--- src/rtl/mtq_pkg.sv ---
package mtq_pkg;
  typedef struct packed {
    logic doAlloc;
    logic doFree;
    logic doInSvc;
    logic doPending;
    logic doFront;
  } mtqStrobe_t;
endpackage

--- src/rtl/mtq_ctrl.sv ---
module mtq_ctrl
  import mtq_pkg::*;
#(
  parameter int NUM     = 5,
  parameter int RESERVE = 2,
  parameter int DEMAND  = 1,
  parameter int IDX_W   = 3,
  parameter int CNT_W   = 3
) (
  input  logic             clk,
  input  logic             rstN,
  input  logic             cmdAlloc,
  input  logic             cmdFree,
  input  logic             cmdInSvc,
  input  logic             cmdPending,
  input  logic             cmdFront,
  input  logic [IDX_W-1:0] cmdIdx,
  input  logic [NUM-1:0]   validVec,
  input  logic [NUM-1:0]   inSvcVec,
  input  logic [NUM-1:0]   respVec,
  input  logic [IDX_W-1:0] freeIdx,
  input  logic             freeAvail,
  output mtqStrobe_t       strb,
  output logic [IDX_W-1:0] opIdx,
  output logic [CNT_W-1:0] allocCnt,
  output logic [CNT_W-1:0] svcCnt,
  output logic             isFull,
  output logic             canPrefetch,
  output logic             errFlag
);
  localparam int FULL_LIM = NUM - RESERVE;
  localparam int PF_LIM   = NUM - RESERVE - DEMAND;

  logic idxOk, selValid, selSvc, selResp, errNow;
  logic [CNT_W-1:0] allocNext, svcNext;

  assign idxOk    = int'(cmdIdx) < NUM;
  assign selValid = idxOk && validVec[cmdIdx];
  assign selSvc   = idxOk && inSvcVec[cmdIdx];
  assign selResp  = idxOk && respVec[cmdIdx];

  // priority decode, one command per cycle
  always_comb begin
    strb   = '0;
    errNow = 1'b0;
    opIdx  = cmdIdx;
    if (cmdAlloc) begin
      opIdx = freeIdx;
      if (freeAvail) strb.doAlloc = 1'b1;
      else           errNow       = 1'b1;
    end else if (cmdFree) begin
      if (selValid) strb.doFree = 1'b1;
      else          errNow      = 1'b1;
    end else if (cmdInSvc) begin
      strb.doInSvc = selValid && !selSvc;
    end else if (cmdPending) begin
      strb.doPending = selValid && selSvc;
    end else if (cmdFront) begin
      strb.doFront = selValid && !selSvc;
    end
  end

  always_comb begin
    allocNext = allocCnt;
    svcNext   = svcCnt;
    if (strb.doAlloc) allocNext = allocCnt + CNT_W'(1);
    if (strb.doFree) begin
      allocNext = allocCnt - CNT_W'(1);
      if (selSvc) svcNext = svcCnt - CNT_W'(1);
    end
    if (strb.doInSvc) begin
      if (selResp) svcNext   = svcCnt + CNT_W'(1);
      else         allocNext = allocCnt - CNT_W'(1);
    end
    if (strb.doPending) svcNext = svcCnt - CNT_W'(1);
  end

  always_ff @(posedge clk or negedge rstN) begin
    if (!rstN) begin
      allocCnt <= '0;
      svcCnt   <= '0;
      errFlag  <= 1'b0;
    end else begin
      allocCnt <= allocNext;
      svcCnt   <= svcNext;
      if (errNow) errFlag <= 1'b1;
    end
  end

  assign isFull      = int'(allocCnt) > FULL_LIM;
  assign canPrefetch = (PF_LIM > 0) && (int'(allocCnt) < PF_LIM);


  count_match_chk: assert property (@(posedge clk) disable iff (!rstN)
    int'(allocCnt) == $countones(validVec));

  svc_bound_chk: assert property (@(posedge clk) disable iff (!rstN)
    int'(svcCnt) == $countones(inSvcVec & validVec));

  err_sticky_chk: assert property (@(posedge clk) disable iff (!rstN)
    errFlag |=> errFlag);

  full_excl_chk: assert property (@(posedge clk) disable iff (!rstN)
    isFull |-> !canPrefetch);
endmodule

--- src/rtl/mtq_store.sv ---
module mtq_store
  import mtq_pkg::*;
#(
  parameter int NUM    = 5,
  parameter int ADDR_W = 16,
  parameter int TIME_W = 16,
  parameter int ORD_W  = 8,
  parameter int IDX_W  = 3,
  parameter int CNT_W  = 3
) (
  input  logic              clk,
  input  logic              rstN,
  input  mtqStrobe_t        strb,
  input  logic [IDX_W-1:0]  opIdx,
  input  logic [ADDR_W-1:0] allocAddr,
  input  logic              allocSecure,
  input  logic [TIME_W-1:0] allocReady,
  input  logic              allocNeedResp,
  input  logic [TIME_W-1:0] curTime,
  input  logic [ADDR_W-1:0] lkAddr,
  input  logic              lkSecure,
  output logic [NUM-1:0]    validVec,
  output logic [NUM-1:0]    inSvcVec,
  output logic [NUM-1:0]    respVec,
  output logic [IDX_W-1:0]  freeIdx,
  output logic              freeAvail,
  output logic              lkHit,
  output logic [IDX_W-1:0]  lkIdx,
  output logic              issueValid,
  output logic [IDX_W-1:0]  issueIdx,
  output logic [ORD_W-1:0]  issueOrder,
  output logic [TIME_W-1:0] nextReady
);
  logic [ADDR_W-1:0] addrQ  [NUM];
  logic              secQ   [NUM];
  logic [TIME_W-1:0] readyQ [NUM];
  logic [ORD_W-1:0]  orderQ [NUM];
  logic [ORD_W-1:0]  orderCtr;

  logic [IDX_W-1:0]  rl  [NUM];
  logic [IDX_W-1:0]  rlN [NUM];
  logic [CNT_W-1:0]  rlCnt, rlCntN;
  logic              posHit;
  logic [IDX_W-1:0]  pos;

  // lowest free entry and lowest lookup match
  always_comb begin
    freeIdx = '0;
    lkHit   = 1'b0;
    lkIdx   = '0;
    for (int i = NUM - 1; i >= 0; i--) begin
      if (!validVec[i]) freeIdx = IDX_W'(i);
      if (validVec[i] && addrQ[i] == lkAddr && secQ[i] == lkSecure) begin
        lkHit = 1'b1;
        lkIdx = IDX_W'(i);
      end
    end
  end
  assign freeAvail = ~&validVec;

  // position of the addressed entry in the ready list
  always_comb begin
    posHit = 1'b0;
    pos    = '0;
    for (int p = NUM - 1; p >= 0; p--) begin
      if (p < int'(rlCnt) && rl[p] == opIdx) begin
        posHit = 1'b1;
        pos    = IDX_W'(p);
      end
    end
  end

  // ready list update
  always_comb begin
    for (int p = 0; p < NUM; p++) rlN[p] = rl[p];
    rlCntN = rlCnt;
    if ((strb.doAlloc || strb.doPending) && int'(rlCnt) < NUM) begin
      rlN[rlCnt] = opIdx;
      rlCntN     = rlCnt + CNT_W'(1);
    end
    if ((strb.doInSvc || strb.doFree) && posHit) begin
      for (int p = 0; p < NUM - 1; p++)
        if (p >= int'(pos)) rlN[p] = rl[p+1];
      rlCntN = rlCnt - CNT_W'(1);
    end
    if (strb.doFront && posHit) begin
      for (int p = 1; p < NUM; p++)
        if (p <= int'(pos)) rlN[p] = rl[p-1];
      rlN[0] = opIdx;
    end
  end

  always_ff @(posedge clk or negedge rstN) begin
    if (!rstN) begin
      rlCnt <= '0;
      for (int p = 0; p < NUM; p++) rl[p] <= '0;
    end else begin
      rlCnt <= rlCntN;
      for (int p = 0; p < NUM; p++) rl[p] <= rlN[p];
    end
  end

  // entry state
  generate
    for (genvar e = 0; e < NUM; e++) begin : gEntry
      logic hitMe;
      assign hitMe = (opIdx == IDX_W'(e));
      always_ff @(posedge clk or negedge rstN) begin
        if (!rstN) begin
          validVec[e] <= 1'b0;
          inSvcVec[e] <= 1'b0;
          respVec[e]  <= 1'b0;
          addrQ[e]    <= '0;
          secQ[e]     <= 1'b0;
          readyQ[e]   <= '0;
          orderQ[e]   <= '0;
        end else if (hitMe) begin
          if (strb.doAlloc) begin
            validVec[e] <= 1'b1;
            inSvcVec[e] <= 1'b0;
            respVec[e]  <= allocNeedResp;
            addrQ[e]    <= allocAddr;
            secQ[e]     <= allocSecure;
            readyQ[e]   <= allocReady;
            orderQ[e]   <= orderCtr;
          end
          if (strb.doFree) begin
            validVec[e] <= 1'b0;
            inSvcVec[e] <= 1'b0;
          end
          if (strb.doInSvc) begin
            if (respVec[e]) inSvcVec[e] <= 1'b1;
            else            validVec[e] <= 1'b0;
          end
          if (strb.doPending) inSvcVec[e] <= 1'b0;
        end
      end
    end
  endgenerate

  always_ff @(posedge clk or negedge rstN) begin
    if (!rstN)             orderCtr <= '0;
    else if (strb.doAlloc) orderCtr <= orderCtr + ORD_W'(1);
  end

  // head of the ready list
  assign issueIdx   = rl[0];
  assign issueOrder = orderQ[rl[0]];
  assign issueValid = (rlCnt != '0) && (readyQ[rl[0]] <= curTime);
  assign nextReady  = (rlCnt == '0) ? '1 : readyQ[rl[0]];


  alloc_live_chk: assert property (@(posedge clk) disable iff (!rstN)
    strb.doAlloc |=> validVec[$past(opIdx)] && !inSvcVec[$past(opIdx)]);

  insvc_state_chk: assert property (@(posedge clk) disable iff (!rstN)
    (strb.doInSvc && respVec[opIdx]) |=> inSvcVec[$past(opIdx)]);

  free_dead_chk: assert property (@(posedge clk) disable iff (!rstN)
    strb.doFree |=> !validVec[$past(opIdx)]);

  front_head_chk: assert property (@(posedge clk) disable iff (!rstN)
    strb.doFront |=> rl[0] == $past(opIdx));
endmodule

--- src/rtl/miss_track_queue.sv ---
module miss_track_queue
  import mtq_pkg::*;
#(
  parameter int REQ_ENTRIES    = 4,
  parameter int RESERVE        = 2,
  parameter int DEMAND_RESERVE = 1,
  parameter int ADDR_W         = 16,
  parameter int TIME_W         = 16,
  parameter int ORD_W          = 8,
  localparam int NUM   = REQ_ENTRIES + RESERVE - 1,
  localparam int IDX_W = (NUM > 1) ? $clog2(NUM) : 1,
  localparam int CNT_W = $clog2(NUM + 1)
) (
  input  logic              clk,
  input  logic              rstN,
  input  logic [TIME_W-1:0] curTime,
  input  logic              cmdAlloc,
  input  logic              cmdFree,
  input  logic              cmdInSvc,
  input  logic              cmdPending,
  input  logic              cmdFront,
  input  logic [IDX_W-1:0]  cmdIdx,
  input  logic [ADDR_W-1:0] allocAddr,
  input  logic              allocSecure,
  input  logic [TIME_W-1:0] allocReady,
  input  logic              allocNeedResp,
  input  logic [ADDR_W-1:0] lkAddr,
  input  logic              lkSecure,
  output logic              lkHit,
  output logic [IDX_W-1:0]  lkIdx,
  output logic [IDX_W-1:0]  allocIdx,
  output logic              issueValid,
  output logic [IDX_W-1:0]  issueIdx,
  output logic [ORD_W-1:0]  issueOrder,
  output logic [TIME_W-1:0] nextReady,
  output logic [CNT_W-1:0]  allocCount,
  output logic [CNT_W-1:0]  inServiceCount,
  output logic              isFull,
  output logic              canPrefetch,
  output logic              errFlag
);
  mtqStrobe_t       strb;
  logic [IDX_W-1:0] opIdx;
  logic [NUM-1:0]   validVec, inSvcVec, respVec;
  logic             freeAvail;

  mtq_ctrl #(
    .NUM(NUM), .RESERVE(RESERVE), .DEMAND(DEMAND_RESERVE),
    .IDX_W(IDX_W), .CNT_W(CNT_W)
  ) uCtrl (
    .clk(clk), .rstN(rstN),
    .cmdAlloc(cmdAlloc), .cmdFree(cmdFree), .cmdInSvc(cmdInSvc),
    .cmdPending(cmdPending), .cmdFront(cmdFront), .cmdIdx(cmdIdx),
    .validVec(validVec), .inSvcVec(inSvcVec), .respVec(respVec),
    .freeIdx(allocIdx), .freeAvail(freeAvail),
    .strb(strb), .opIdx(opIdx),
    .allocCnt(allocCount), .svcCnt(inServiceCount),
    .isFull(isFull), .canPrefetch(canPrefetch), .errFlag(errFlag)
  );

  mtq_store #(
    .NUM(NUM), .ADDR_W(ADDR_W), .TIME_W(TIME_W), .ORD_W(ORD_W),
    .IDX_W(IDX_W), .CNT_W(CNT_W)
  ) uStore (
    .clk(clk), .rstN(rstN),
    .strb(strb), .opIdx(opIdx),
    .allocAddr(allocAddr), .allocSecure(allocSecure),
    .allocReady(allocReady), .allocNeedResp(allocNeedResp),
    .curTime(curTime), .lkAddr(lkAddr), .lkSecure(lkSecure),
    .validVec(validVec), .inSvcVec(inSvcVec), .respVec(respVec),
    .freeIdx(allocIdx), .freeAvail(freeAvail),
    .lkHit(lkHit), .lkIdx(lkIdx),
    .issueValid(issueValid), .issueIdx(issueIdx),
    .issueOrder(issueOrder), .nextReady(nextReady)
  );
endmodule

--- config.mk ---
export PLATFORM = sky130hd
export DESIGN_NAME = miss_track_queue
export DESIGN_NICKNAME = d
export VERILOG_FILES = /design/src/rtl/mtq_pkg.sv /design/src/rtl/mtq_ctrl.sv /design/src/rtl/mtq_store.sv /design/src/rtl/miss_track_queue.sv
export SDC_FILE = /design/constraint.sdc
export NUM_CORES = 1
export LEC_CHECK = 0
export BUFFER_PORTS_ARGS = -buffer_cell sky130_fd_sc_hd__clkbuf_2
export CAP_MARGIN = 0
export CORE_AREA = 5 5 178 180
export DETAILED_ROUTE_END_ITERATION = 6
export DIE_AREA = 0 0 183 185
export PLACE_DENSITY = 0.66
export SLEW_MARGIN = 20
export SYNTH_ARGS = -nofsm -noshare
export SYNTH_HDL_FRONTEND = slang
export SYNTH_SLANG_ARGS = --single-unit
--- constraint.sdc ---
create_clock -name clk -period 8.11 [get_ports clk]
set_clock_uncertainty 0.15 [all_clocks]
set_input_delay 0.811 -clock clk [delete_from_list [all_inputs] [get_ports clk]]
set_output_delay 0.811 -clock clk [all_outputs]
set_load 0.01 [all_outputs]
# Word-level counts from Yosys, hierarchy flattened
# Cells that the tools add are included.
# totals
elab_cells,257
out_inout_bits,44
reg_bits,253
inputBits,77
# op_classes
magnitude_cmp,22
eq_ne,19
n_addsub,7
mux,124
bitwise_logic,2
reduce_logical,38
# op_table
op,n
2-to-1 mux 3 bit,37
== test 16 bit,5
2-to-1 mux 1 bit,70
binary-select mux 16 bit (select 3 bit),1
2-to-1 mux 16 bit,3
2-to-1 mux 15 bit,2
logical AND 1 bit,25
binary-select mux 8 bit (select 3 bit),1
less-or-equal comparator 16 bit,1
2-to-1 mux 8 bit,2
bitwise mux 15 bit,1
== test 3 bit,5
2-to-1 mux 12 bit,1
AND reduction 2 bit,5
"adder 3 x 1 -> 3 bit, second input constant",3
binary-select mux 1 bit (select 3 bit),3
demux 3 bit (select 3 bit),1
"subtractor 3 x 1 -> 3 bit, second input constant",3
"adder 8 x 1 -> 8 bit, second input constant",1
"greater-or-equal comparator 4 bit, second input constant",2
inverter 3 -> 4 bit,2
"== test 3 x 2 -> 1 bit, second input constant",2
"greater-or-equal comparator 1 x 3 -> 1 bit, first input constant",2
"greater-or-equal comparator 2 x 3 -> 1 bit, first input constant",2
other kinds (22),32

# Logic depth before layout (Yosys ltp)
# Gate-level depths: netlist of run 1.
# logic_depth
depth_word,18
mapped_depth,15
mapped_depth_nobuf,13

# Cells and area by module
# Synthesis of run 1 repeated with hierarchy kept, for this count alone.
# unflattened
cells_unflattened,1123
area_unflattened_um2,13356.6
# modules_own_cells
module,cells_per_inst,instances,seq_area_each_um2,area_each_um2
mtq_store,1026,1,6155.9,12538.3
mtq_ctrl,97,1,175.2,818.3

# Worst setup path before layout of run 1
# Ideal clock, no wire load.
# synth_timing
kind,reg2out
start,"register uStore.rl, in the netlist uStore.issueIdx[2]"
end,output port issueValid
setup_slack_ns,4.049
arrival_ns,3.100
stages_incl_launch_ff,16
n_path_buf,2
path_cell_list,dfrtp_1 -> buf_1 -> clkbuf_1 -> mux2i_1 -> nor2_1 -> a21oi_1 -> o22a_1 -> ha_1 -> nor2b_1 -> o21a_1 -> o21a_1 -> o21a_1 -> o21a_1 -> o211ai_1 -> a21oi_1 -> o21ai_0
# synth_via
elab_chain_cells,6
# synth_lines
element,line_no,rtl
from (decl),mtq_store.sv:40,logic [IDX_W-1:0] rl [NUM];
inverter 3 -> 4 bit (not written as such),mtq_store.sv:149,assign issueValid = (rlCnt != '0) && (readyQ[rl[0]] <= curTime);
binary-select mux 16 bit (select 3 bit),mtq_store.sv:149,
2-to-1 mux 16 bit (not written as such) (2 in a row),mtq_store.sv:149,
less-or-equal comparator 16 bit,mtq_store.sv:149,
logical AND 1 bit,mtq_store.sv:149,
to (decl),miss_track_queue.sv:32,"output logic issueValid,"
# No other way between the ends. The select of a mux whose other input is x is not followed.

# Worst setup path in the final report of run 1
# Same ends and word-level chain as after synthesis.

==> run_results.csv, run 1 <==
group,metric,value,unit
worst_setup_path,crit_chain,"buf_4 > nand2b_1 > buf_4 > o22ai_1 > ha_1 > nor2b_1 > o21a_1 > o21a_1 > o21a_1 > o21a_1 > o211ai_1 > a21oi_1 > o21ai_0 > clkbuf_2",
clocking,path_clk_slew,0.06,ns
route,wirelength,32000,um
worst_setup_path,startpoint_type,"flip-flop",
placed_design,gp_congestion,0.829,
sta,maxSlewViolCount,0,
route,wire_per_inst,19.7,um
synth,syn_nets,1220,
clocking,cts_resized,0,
global_route,grt_use_total,18.6,%
global_route,grt_overflow_total,0,
floorplanning,ios,121,
worst_setup_path,critical_path.slowest_cell,"buf_4",
finish,seq_area,6330,um2
clocking,cts.sinks,253,
pwr,power.total,0.00612,W
pwr,p_seq_share,37.5,%
floorplanning,fp.dieW,183,um
global_route,antenna_found_initial,4,
global_route,gr-max-usage-layer,"met2",
finish,fillers,2740,
sta,rsz0062_at_grt,"false",
worst_setup_path,worstPathMaxFanout,25,
sta,min_period_over_period,58.6,%
sta,relSlewSlack,38.1,%
global_route,use_met2,29.8,%
synth,synthArstFlopShare,100,%
worst_setup_path,cp-end-kind,"output pin",
route,route.detailed.drc,0,
synth,ys_types,67,
synth,ys_ff_latch,253,
worst_setup_path,cp_data_required_time,7.15,ns
floorplanning,dieHeight,185,um
global_route,grt_use_met1,26.6,%
synth,yosysWarnings,0,
pwr,clock_power_share,20.6,%
pwr,p_int,0.00390,W
route,first_iter_violations,413,
global_route,grt_pass1_vias,9213,
placed_design,portBuffers,120,
worst_setup_path,cp.arrival,3.79,ns
placed_design,placedInstanceArea,14100,um2
sta,min_period,4.75,ns
clocking,clockBufferDepth,3,
synth,netlist_area,13200,um2
synth,synth-edff-count,0,
sta,timing.hold.ws,0.177,ns
status,run_status,"completed",
flow_run,cap_violations,0,
finish,multi_input_comb_area,6460,um2
hold_path,hp-class,"in2async",
route,dr.pass1.iters,5,
synth,synthCells,1117,
worst_setup_path,cpMostUsedCell,"o21a_1",
worst_setup_path,timing_worst_setup_path_type,"reg2out",
synth,synthFlopType,"dfrtp_1",
synth,syn_area_per_cell,11.8,um2
clocking,cts_buffers,28,
clocking,cts-hold-fix-buffers,0,
finish,stdcell_area,15000,um2
clocking,worstSkewPairLatency,0.53,ns
floorplanning,start_util,44.0,%
pwr,max-vdd-ir-drop,0.162,mV
floorplanning,rows,64,
pwr,p_comb_share,41.8,%
finish,drive_above_1_share,34.1,%
pwr,leakage,6.72,nW
pwr,p_per_area,407,nW/um2
floorplanning,core_area,30000,um2
route,antenna_left,0,
route,viasPerCell,5.53,
clocking,postCtsSetupBuffers,0,
clocking,cts_tree,"done",
route,num_vias,8983,
global_route,grt_max_degree,138,
sta,tightest_slew,0.928,ns
sta,hold_violations,0,
placed_design,dp.final_hpwl,21100,um
finish,syn2layout_area_growth,13.8,%
synth,ys_seq_area_share,47.9,%
sta,worst_slack,3.36,ns
finish,nNetsFinal,1308,
sta,finalSetupViolations,0,
worst_setup_path,worst_path_largest_cell_delay,0.44,ns
global_route,grt_pass1_wl,51100,um
sta,setup_tns,0,ns
clocking,htree_levels,1,
clocking,clock_tree.root_cell,"clkbuf_16",
floorplanning,die_area,33900,um2
pwr,p_switching,0.00222,W
sta,fmax,211,MHz
placed_design,dp_slack,3.89,ns
pwr,p_sw_share,36.3,%
global_route,use_met3,2.81,%
## layer usage
| layer | vias up | wire length (um) |
|---|---|---|
| met5 | - | 21 |
| met4 | 4 | 797 |
| met3 | 52 | 1330 |
| met2 | 183 | 14900 |
| met1 | 4565 | 14900 |
| li1 | 4179 | - |
## kinds of logic after synthesis
kind of cell	after synthesis	synth area share [%]
compound gates	160	7.79
xor+xnor	109	7.23
fa+ha+maj	26	2.46
buf+inv	103	3.33
flops	253	47.9
mux	287	24.2
simple gates	179	7.07
## state kept, by name, indices dropped and copies added, names as in the netlist
register         flops
uStore.addrQ        80
uStore.readyQ       80
uStore.orderQ       40
uStore.rl           12
uStore.orderCtr      8
uStore.inSvcVec      5
uStore.respVec       5
uStore.secQ          5
uStore.validVec      5
uCtrl.allocCnt       3
uCtrl.svcCnt         3
uStore.issueIdx      3
uStore.rlCnt         3
uCtrl.errFlag        1
## synth_stat cells, types with 9 or more instances
cell / instances / area [um2]
mux2_2: 224 / 2520
xnor2_1: 83 / 727
nor3_1: 14 / 70.1
clkbuf_1: 40 / 150
dfrtp_1: 253 / 6330
inv_1: 29 / 109
ha_1: 26 / 325
xor2_1: 26 / 228
o22ai_1: 24 / 150
nand2_1: 38 / 143
a31oi_1: 9 / 56.3
a21o_1: 16 / 120
a21oi_1: 54 / 270
nand4_1: 25 / 156
nor2_1: 50 / 188
buf_1: 21 / 78.8
o21ai_0: 19 / 95.1
mux2i_1: 59 / 591
## power groups by stage
| stage | Clock (W) | Sequential (W) | Combinational (W) |
|---|---|---|---|
| 2_1_floorplan | 0 | 0.00218 | 0.00194 |
| 6_report | 0.00126 | 0.00230 | 0.00256 |
| 4_1_cts | 0.00130 | 0.00229 | 0.00259 |
| 3_5_place_dp | 0 | 0.00231 | 0.00257 |
| 3_3_place_gp | 0 | 0.00228 | 0.00252 |
| 5_1_grt | 0.00135 | 0.00237 | 0.00283 |
## through the flow
step,util [%],std cells
after floorplan,-,1117
after global placement,47.0,1571
after detailed placement,47.0,1571
after CTS,50.1,1621
after global routing,50.1,1623
final,50.1,1623
## worst paths after layout
path / cells past startpoint / from / to / slack (ns)
max: 14 / uStore.issueIdx[2]$_DFF_PN0_ / issueValid / 3.36
min: 1 / rstN / uCtrl.svcCnt[2]$_DFF_PN0_ / 0.18
max reg2reg: 8 / uStore.validVec[0]$_DFFE_PN0N_ / uStore.rlCnt[2]$_DFFE_PN0P_ / 4.79
min reg2reg: 1 / uCtrl.svcCnt[2]$_DFF_PN0_ / uCtrl.svcCnt[2]$_DFF_PN0_ / 0.33
max in group asynchronous: 2 / rstN / uStore.readyQ[49]$_DFFE_PN0P_ / 6.40
min in group clk: 1 / uCtrl.svcCnt[2]$_DFF_PN0_ / uCtrl.svcCnt[2]$_DFF_PN0_ / 0.33
## cells in the final DEF, fill, tap and decap left out, drive strengths merged, types with 3 or more instances in the layout
master | netlist | layout
dfrtp | 253 | 253
mux2 | 225 | 225
clkbuf | 40 | 162
xnor2 | 83 | 83
mux2i | 59 | 59
a21oi | 54 | 54
nor2 | 50 | 50
nand2 | 38 | 38
inv | 29 | 29
xor2 | 26 | 26
ha | 26 | 26
nand4 | 26 | 26
o22ai | 25 | 25
o21ai | 20 | 20
a21o | 16 | 16
nor3 | 14 | 14
buf | 34 | 13
nor4 | 10 | 10
a31oi | 9 | 9
nand2b | 8 | 8
nand3 | 8 | 8
a32o | 7 | 7
o21a | 5 | 5
clkinv | 0 | 4
nor2b | 4 | 4
a21boi | 3 | 3
mux4 | 3 | 3
and3 | 3 | 3
## worst max-delay path, delay by kind of cell, from the launching register on
kind | cells | cell delay [ns]
DFF | 1 | 0.42
and+or+nand+nor | 2 | 0.31
adders and majority gates | 1 | 0.32
AOI/OAI and AO/OA | 8 | 1.28
buffers and inverters | 3 | 0.93
## cell type report
class                           instances  area share, %
Multi-Input combinational cell        761           43.0
Inverter                               29          0.724
Tap cell                              396           3.29
Clock buffer                           43           5.51
Timing Repair Buffer                  132           4.74
Sequential cell                       253           42.1
Antenna cell                            2         0.0333
Clock inverter                          7          0.607
(Power assumes the default switching activity.)
==> run 2, diff against run 1 <==
==> constraint.sdc (replaced) <==
create_clock -name clk -period 4.7 [get_ports clk]
set_clock_uncertainty 0.15 [all_clocks]
set_input_delay 0.47 -clock clk [delete_from_list [all_inputs] [get_ports clk]]
set_output_delay 0.47 -clock clk [all_outputs]
set_load 0.01 [all_outputs]
==> run_results.csv, run 2 (synthesized netlist as in run 1, its figures left out) <==
group,metric,value,unit
status,run_status,"completed",
sta,rsz0062_at_grt,"false",
floorplanning,core_area,30000,um2
finish,drive_above_1_share,34.9,%
placed_design,gp_congestion,0.858,
placed_design,portBuffers,120,
finish,largestRegisters,"uStore.addrQ x80, uStore.readyQ x80, uStore.orderQ x40",
floorplanning,die_area,33900,um2
global_route,antenna_found_initial,2,
sta,finalSetupViolations,0,
worst_setup_path,startpoint,"uStore.issueIdx[2]$_DFF_PN0_",
sta,fmax,239,MHz
global_route,grt_use_total,19.1,%
floorplanning,fp.dieW,183,um
clocking,htree_levels,1,
clocking,path_clk_slew,0.06,ns
route,antenna_left,0,
sta,maxSlewViolCount,0,
worst_setup_path,cp.arrival,3.56,ns
sta,setup_tns,0,ns
worst_setup_path,timing_worst_setup_path_type,"reg2out",
hold_path,hold_start,"allocAddr[12]",
route,route.detailed.drc,0,
hold_path,hp-class,"in2reg",
floorplanning,dieHeight,185,um
placed_design,dp.final_hpwl,22100,um
sta,min_period_over_period,89.0,%
sta,min_period,4.18,ns
global_route,grt_pass1_vias,9221,
floorplanning,ios,121,
clocking,worstSkewPairLatency,0.55,ns
clocking,clock_tree.root_cell,"clkbuf_16",
clocking,cts_tree,"done",
floorplanning,rows,64,
worst_setup_path,cp_data_required_time,4.08,ns
clocking,clockBufferDepth,3,
route,wirelength,32400,um
clocking,cts_resized,0,
route,first_iter_violations,420,
route,num_vias,8930,
pwr,p_per_area,704,nW/um2
sta,tightest_slew,0.783,ns
finish,layout_commonest_cell,"dfrtp_1",
global_route,grt_pass1_wl,52000,um
worst_setup_path,r2r-start,"uStore.validVec[0]$_DFFE_PN0N_",
finish,syn2layout_area_growth,14.7,%
clocking,postCtsSetupBuffers,0,
route,wire_per_inst,19.9,um
worst_setup_path,worstPathMaxFanout,19,
pwr,leakage,6.78,nW
finish,fillers,2677,
sta,worst_slack,0.517,ns
route,dr.pass1.iters,6,
global_route,grt_overflow_total,0,
route,viasPerCell,5.48,
sta,hold_violations,0,
global_route,grt_max_degree,92,
clocking,cts.sinks,253,
finish,nNetsFinal,1315,
pwr,max-vdd-ir-drop,0.275,mV
finish,final_cell_mix,"251 x dfrtp_1, 224 x mux2_2, 119 x clkbuf_2",
clocking,cts_buffers,28,
flow_run,cap_violations,0,
worst_setup_path,cp-end-kind,"output pin",
floorplanning,start_util,44.0,%
sta,relSlewSlack,47.7,%
placed_design,dp_slack,1.08,ns
worst_setup_path,startpoint_type,"flip-flop",
==> run 2: changes by cell type in the layout (fill, tap and decap cells not counted), sizes merged <==
cell and change:
clkinvlp +2, dlygate4sd3 +1, buf +6, diode -1
==> run 2: area by class of cell <==
type | instances | area (um2) | share of cell area (%)
flip-flops and latches | 253 | 6330 | 41.8
clock inverters | 9 | 114 | 0.751
multi-input cells | 761 | 6460 | 42.7
diodes | 1 | 2.50 | 0.0165
repair buffers | 139 | 768 | 5.07
inverters | 29 | 109 | 0.718
clock buffers | 43 | 867 | 5.72
well taps | 396 | 495 | 3.27
==> run 2: critical path, cell delays in order, from the launching register on <==
cell	delay (ns)
dfrtp_2	0.75
mux2i_1	0.25
nor2_1	0.05
a21oi_1	0.13
o22ai_1	0.12
ha_1	0.29
nor2b_1	0.13
o21a_1	0.16
o21a_1	0.16
o21a_1	0.16
o21a_1	0.16
o211ai_1	0.17
a21oi_1	0.11
o21ai_0	0.19
clkbuf_2	0.17
==> run 2: per-stage QoR <==
stage / std cells / instance area, um2 / util, % / total power (W) / hold WS (ns)
global route: 1631 / 15200 / 50.5 / 0.0114 / 0.0560
global placement: 1577 / 14200 / 47.2 / 0.00832 / 0.309
CTS: 1630 / 15100 / 50.4 / 0.0108 / 0.0416
floorplan: 1117 / 13200 / - / 0.00711 / 0.0244
detailed placement: 1577 / 14200 / 47.2 / 0.00844 / 0.321
finish: 1631 / 15200 / 50.5 / 0.0107 / 0.0631
==> run 2: worst paths after layout <==
check,end,slack [ns],cells past startpoint
max,issueValid,0.52,14
min,uStore.addrQ[44]$_DFFE_PN0P_,0.06,2
max reg2reg,uStore.rl[9]$_DFF_PN0_,1.36,8
min reg2reg,uCtrl.errFlag$_DFFE_PN0P_,0.33,1
max in group asynchronous,uStore.orderQ[25]$_DFFE_PN0P_,3.01,3
min in group asynchronous,uCtrl.svcCnt[0]$_DFF_PN0_,0.36,2
==> run 2: power breakdown <==
group / leakage (nW) / total (W) / internal, W / switching [W]
logic: 3.25 / 0.00436 / 0.00222 / 0.00214
registers: 3.05 / 0.00403 / 0.00321 / 0.000821
clock network: 0.476 / 0.00228 / 0.00138 / 0.000904
total: 6.78 / 0.0107 / 0.00681 / 0.00386
==> run 2: timing repair <==
item	in CTS	in global routing
hold buffers	1	0
setup endpoints to repair	0	0
hold endpoints to repair	81	0
==> run 2: per-layer routing <==
layer	routed length [um]	GRT usage (%)
met4	644	4.59
met2	15300	31.0
met5	20	0
met1	15100	27.2
met3	1330	2.75
